File: src/rtl/range_guard_pkg.sv
package range_guard_pkg;
  parameter int SAMPLE_W = 12;
  parameter int KEEP_W   = 8;
  parameter int NUM_CH   = 2;
  parameter int NUM_THR  = 2;
  parameter int HOLD_W   = 8;
  localparam int MAG_W   = SAMPLE_W - 1;
  localparam int DROP_W  = MAG_W - KEEP_W;
  localparam int SEL_W   = (NUM_THR > 1) ? $clog2(NUM_THR) : 1;

  typedef struct packed {
    logic capture;   // stage 1 loads magnitudes
    logic compare;   // stage 2 evaluates levels
  } rgStrobe_t;
endpackage

File: src/rtl/rg_ctrl.sv
module rg_ctrl
  import range_guard_pkg::*;
(
  input  logic                            clk,
  input  logic                            rstN,
  input  logic                            sampleValid,
  input  logic                            thrWrEn,
  input  logic [SEL_W-1:0]                thrSel,
  input  logic [KEEP_W-1:0]               thrData,
  output rgStrobe_t                       stb,
  output logic [NUM_THR-1:0][KEEP_W-1:0]  thrQ
);
  logic validQ;

  always_ff @(posedge clk or negedge rstN) begin
    if (!rstN) validQ <= 1'b0;
    else       validQ <= sampleValid;
  end

  for (genvar t = 0; t < NUM_THR; t++) begin : g_lvl
    always_ff @(posedge clk or negedge rstN) begin
      if (!rstN)                                    thrQ[t] <= '1;
      else if (thrWrEn && (thrSel == SEL_W'(t)))    thrQ[t] <= thrData;
    end
  end

  assign stb.capture = sampleValid;
  assign stb.compare = validQ;
endmodule

File: src/rtl/rg_datapath.sv
module rg_datapath
  import range_guard_pkg::*;
(
  input  logic                             clk,
  input  logic                             rstN,
  input  rgStrobe_t                        stb,
  input  logic                             fmtOffset,
  input  logic [NUM_CH-1:0][SAMPLE_W-1:0]  samples,
  input  logic [NUM_THR-1:0][KEEP_W-1:0]   thrQ,
  input  logic [HOLD_W-1:0]                holdLen,
  output logic [NUM_CH-1:0][KEEP_W-1:0]    magQ,
  output logic [NUM_CH-1:0][NUM_THR-1:0]   flags
);
  function automatic logic [MAG_W-1:0] satMag(input logic [SAMPLE_W-1:0] s);
    logic [SAMPLE_W-1:0] neg;
    neg = ~s + 1'b1;
    if (!s[SAMPLE_W-1])      return s[MAG_W-1:0];
    else if (neg[SAMPLE_W-1]) return '1;          // most negative code
    else                      return neg[MAG_W-1:0];
  endfunction

  for (genvar c = 0; c < NUM_CH; c++) begin : g_ch
    logic [SAMPLE_W-1:0] signedView;
    logic [MAG_W-1:0]    magFull;

    assign signedView = fmtOffset ? {~samples[c][SAMPLE_W-1], samples[c][SAMPLE_W-2:0]}
                                  : samples[c];
    assign magFull    = satMag(signedView);

    always_ff @(posedge clk or negedge rstN) begin
      if (!rstN)            magQ[c] <= '0;
      else if (stb.capture) magQ[c] <= magFull[MAG_W-1:DROP_W];
    end

    for (genvar t = 0; t < NUM_THR; t++) begin : g_lvl
      logic              hit;
      logic [HOLD_W-1:0] holdCnt;

      assign hit = stb.compare && (magQ[c] >= thrQ[t]);

      always_ff @(posedge clk or negedge rstN) begin
        if (!rstN) begin
          holdCnt     <= '0;
          flags[c][t] <= 1'b0;
        end else if (hit) begin
          holdCnt     <= holdLen;
          flags[c][t] <= 1'b1;
        end else if (holdCnt != '0) begin
          holdCnt     <= holdCnt - 1'b1;
          flags[c][t] <= 1'b1;
        end else begin
          flags[c][t] <= 1'b0;
        end
      end
    end
  end
endmodule

File: src/rtl/range_guard.sv
module range_guard
  import range_guard_pkg::*;
(
  input  logic                clk,
  input  logic                rstN,
  input  logic                fmtOffset,
  input  logic                sampleValid,
  input  logic [SAMPLE_W-1:0] sampleA,
  input  logic [SAMPLE_W-1:0] sampleB,
  input  logic                thrWrEn,
  input  logic [SEL_W-1:0]    thrSel,
  input  logic [KEEP_W-1:0]   thrData,
  input  logic [HOLD_W-1:0]   holdLen,
  output logic [NUM_THR-1:0]  flagA,
  output logic [NUM_THR-1:0]  flagB
);
  rgStrobe_t                        stb;
  logic [NUM_THR-1:0][KEEP_W-1:0]   thrQ;
  logic [NUM_CH-1:0][KEEP_W-1:0]    magQ;
  logic [NUM_CH-1:0][NUM_THR-1:0]   flags;
  logic [NUM_CH-1:0][SAMPLE_W-1:0]  samples;

  assign samples[0] = sampleA;
  assign samples[1] = sampleB;

  rg_ctrl ctrl_i (
    .clk(clk), .rstN(rstN), .sampleValid(sampleValid),
    .thrWrEn(thrWrEn), .thrSel(thrSel), .thrData(thrData),
    .stb(stb), .thrQ(thrQ)
  );

  rg_datapath dp_i (
    .clk(clk), .rstN(rstN), .stb(stb), .fmtOffset(fmtOffset),
    .samples(samples), .thrQ(thrQ), .holdLen(holdLen),
    .magQ(magQ), .flags(flags)
  );

  assign flagA = flags[0];
  assign flagB = flags[1];
endmodule

File: config.mk
export PLATFORM = sky130hd
export DESIGN_NAME = range_guard
export DESIGN_NICKNAME = d
export VERILOG_FILES = /design/src/rtl/range_guard_pkg.sv /design/src/rtl/rg_ctrl.sv /design/src/rtl/rg_datapath.sv /design/src/rtl/range_guard.sv
export SDC_FILE = /design/constraint.sdc
export NUM_CORES = 1
export LEC_CHECK = 0
export BUFFER_PORTS_ARGS = -buffer_cell sky130_fd_sc_hd__clkbuf_2
export CORE_MARGIN = 1
export CORE_UTILIZATION = 53
export DETAILED_ROUTE_END_ITERATION = 8
export PLACE_DENSITY = 0.72
export SETUP_SLACK_MARGIN = 0.15
export SYNTH_ARGS = -nofsm -noshare
export SYNTH_HDL_FRONTEND = slang
export SYNTH_SLANG_ARGS = --single-unit
File: constraint.sdc
create_clock -name clk -period 2.3 [get_ports clk]
set_input_delay 0.46 -clock clk [delete_from_list [all_inputs] [get_ports clk]]
set_output_delay 0.46 -clock clk [all_outputs]
set_load 0.01 [all_outputs]
==> metrics.cfg <==
[die]
dieWidth_um=93.6
row_count=33
core_mm2=0.00818
start_util_pct=54.4
die-area_mm2=0.00877
die_h_um=93.6
io_pins=50

[logic_synthesis]
yosysTopAreaCell=dfrtp_1
synth-warning-count=0
synth_cell_types=50
async_flop_share_pct=100
yosys.area.top_type_share_pct=29.8
synthMostInstantiatedCell=dfrtp_1
synth_commonest_cells=53 x dfrtp_1, 48 x mux2_2, 40 x ha_1
syn-num-nets=512
synth_cells=426
synthTopCellsByArea=dfrtp_1 30%, mux2_2 12%, ha_1 11%
synth_top_flop_cell=dfrtp_1
synth_edf_count=0
synth-seq-cells=69
syn_area_mm2=0.00445
synth.avg_cell_area_um2=10.4
ys_seq_area_share_pct=39.3

[clock_tree]
cts_hold_buf=0
cts_tree=built
worstSkewPairLatency_ps=350
htree_levels=3
cts-root-buf=clkbuf_8
cts_buffers=9
clkTransAtPathRegs_ps=80
clock_path_buffers=2
clock_sinks=69

[routing]
drt-wirelength-per-cell_um=15.8
drcViolationCount=0
vias=3424
postRouteAntennaNets=0
drt-initial-drc-count=97
drt-pass1-iter-count=4
vias_per_cell=5.67
finalWirelength_mm=9.52

[worst_setup_path]
worstPathRequired_ps=2540
setup.worst_path.class=flop to flop
endpoint_kind=flop
cp_slowest_cell=dfstp_2
r2r_slack_ps=130
arrival_ps=2410
start_kind=flop
crit_chain=inv_4 > ha_4 > and3_4 > a221o_1 > a22oi_2 > buf_6 > mux2_4
crit_path_max_incr_delay_ps=550
cp_max_fo=5
rr_worst_depth=7

[min_path]
hp-class=primary input to asynchronous set/reset pin

[grt]
grt.overflow.total=0
grt_max_degree=70
antenna_found_initial=0
grt_pass1_wl_mm=16.0
grt_use_total_pct=23.8
grt_pass1_vias=3471

[timing]
worst_pin_slew_ps=612
min_period_ps=2170
setup_viol=0
rsz0062_at_grt=yes
slew_viol_final=0
fin_tns_setup_ps=0
hold_violations=0
fin_crit_sh_pct=94.2
slew-limit-headroom_pct=59.0
fin_worst_skew_ps=9.45
max_freq_mhz=462

[pwr]
peakVddDrop_uv=380
p_total_uw=5080
power.density_mw_per_mm2=951
p_leak_uw=0.00237

[run]
maxCapViolations=0

[place]
gp_congestion=0.845
dp_hpwl_mm=7.08
numPortBuffers=49

[run_status]
status=finished clean

[finish]
multiInputGateArea_mm2=0.00276
syn2layout_area_growth_pct=20.1
nFillCells=683
final_nets=580
drive_gt1_share_pct=35.1
seq_area_mm2=0.00175
diodes=0

-- timing repair --
item / 4_1_cts / 5_1_grt
setup endpoints to repair: 8 / 26
hold endpoints to repair: 0 / 0
pin swaps: 3 / 7
cloned: 1 / 0
setup buffers: 0 / 3
gates resized for setup: 8 / 10
-- cells in the final DEF (no fill, tap or decap), types with 4 or more instances in the layout --
cell type  count
xor2_1         4
inv_1         25
or3_1          6
buf_4          9
o21ai_0       22
clkbuf_2      48
mux2i_1        5
dfstp_2       16
dfrtp_1       53
a21oi_1       15
a21o_1         4
nor2_1        39
mux2_2        27
ha_4           9
o31ai_1        4
nor3_1        10
nor3b_1       11
nor4_1         4
a221o_1        4
a31oi_1        9
nand2_1       22
clkbuf_8      10
mux2_4        23
xnor2_1       20
ha_1          31
a22oi_2        4
-- flip-flops by register name, summed over array words and instances, names as in the netlist --
| signal | cells |
|---|---|
| ctrl_i.validQ | 1 |
| dp_i.magQ | 16 |
| ctrl_i.thrQ | 16 |
| dp_i.g_ch.g_lvl.holdCnt | 32 |
| dp_i.flags | 4 |
-- metal layers --
layer / part of all wire, % / vias to the layer above / track usage, %
met1: 43 / 1645 / 28.3
met3: 3.1 / 17 / 3.17
met5: 0 / - / 0
met4: 2.4 / 0 / 10.5
li1: - / 1685 / -
met2: 51 / 77 / 42.7
-- metrics by stage --
stage          cells  utilization (%)  hold slack [ps]  worst slack [ps]  area, um2
6_report         604             65.4              121               134       5340
5_1_grt          604             65.4              147               101       5340
4_1_cts          601             64.7              127               139       5290
3_5_place_dp     584             61.8              510               118       5050
3_3_place_gp     584             61.8              504               141       5050
2_1_floorplan    426                -              164               121       4590
-- layout make-up --
cell class | count | area share [%]
multi-input cells | 319 | 51.6
well taps | 105 | 2.46
flip-flops and latches | 69 | 32.7
inverters | 31 | 2.32
clock inverters | 6 | 0.726
clock buffers | 10 | 2.58
repair buffers | 64 | 7.61
-- report_power, final --
| group | switching [uW] | internal, uW | total [uW] |
|---|---|---|---|
| clock network | 471 | 416 | 887 |
| registers | 407 | 1620 | 2030 |
| logic | 906 | 1260 | 2170 |
-- cell families after synthesis --
family,Yosys count,share of synthesized area [%]
multiplexers,55,13.9
XOR/XNOR,24,4.72
buffers and inverters,38,3.37
flip-flops,69,39.3
AO/OA/AOI/OAI,81,12.6
adder cells (fa/ha/maj),40,11.2
AND/OR/NAND/NOR,119,14.9
-- final timing paths --
path | startpoint | to
worst max-delay path | ctrl_i.thrQ[6] | dp_i.g_ch[0].g_lvl[0].holdCnt[4]
worst min-delay path | rstN | dp_i.g_ch[1].g_lvl[0].holdCnt[6]
worst max register to register | ctrl_i.thrQ[6] | dp_i.g_ch[0].g_lvl[0].holdCnt[4]
worst min register to register | ctrl_i.thrQ[7] | ctrl_i.thrQ[7]
max in group asynchronous | rstN | ctrl_i.thrQ[12]
min in group clk | thrData[3] | ctrl_i.thrQ[3]
-- worst max-delay path: cells and delay by family (launching register included) --
family          cells  cell delay, ps
buf+inv             2             240
simple gates        1             180
flops               1             550
mux                 1             300
fa+ha+maj           1             210
compound gates      2             580
No activity file was read; power rests on OpenSTA's default activity.
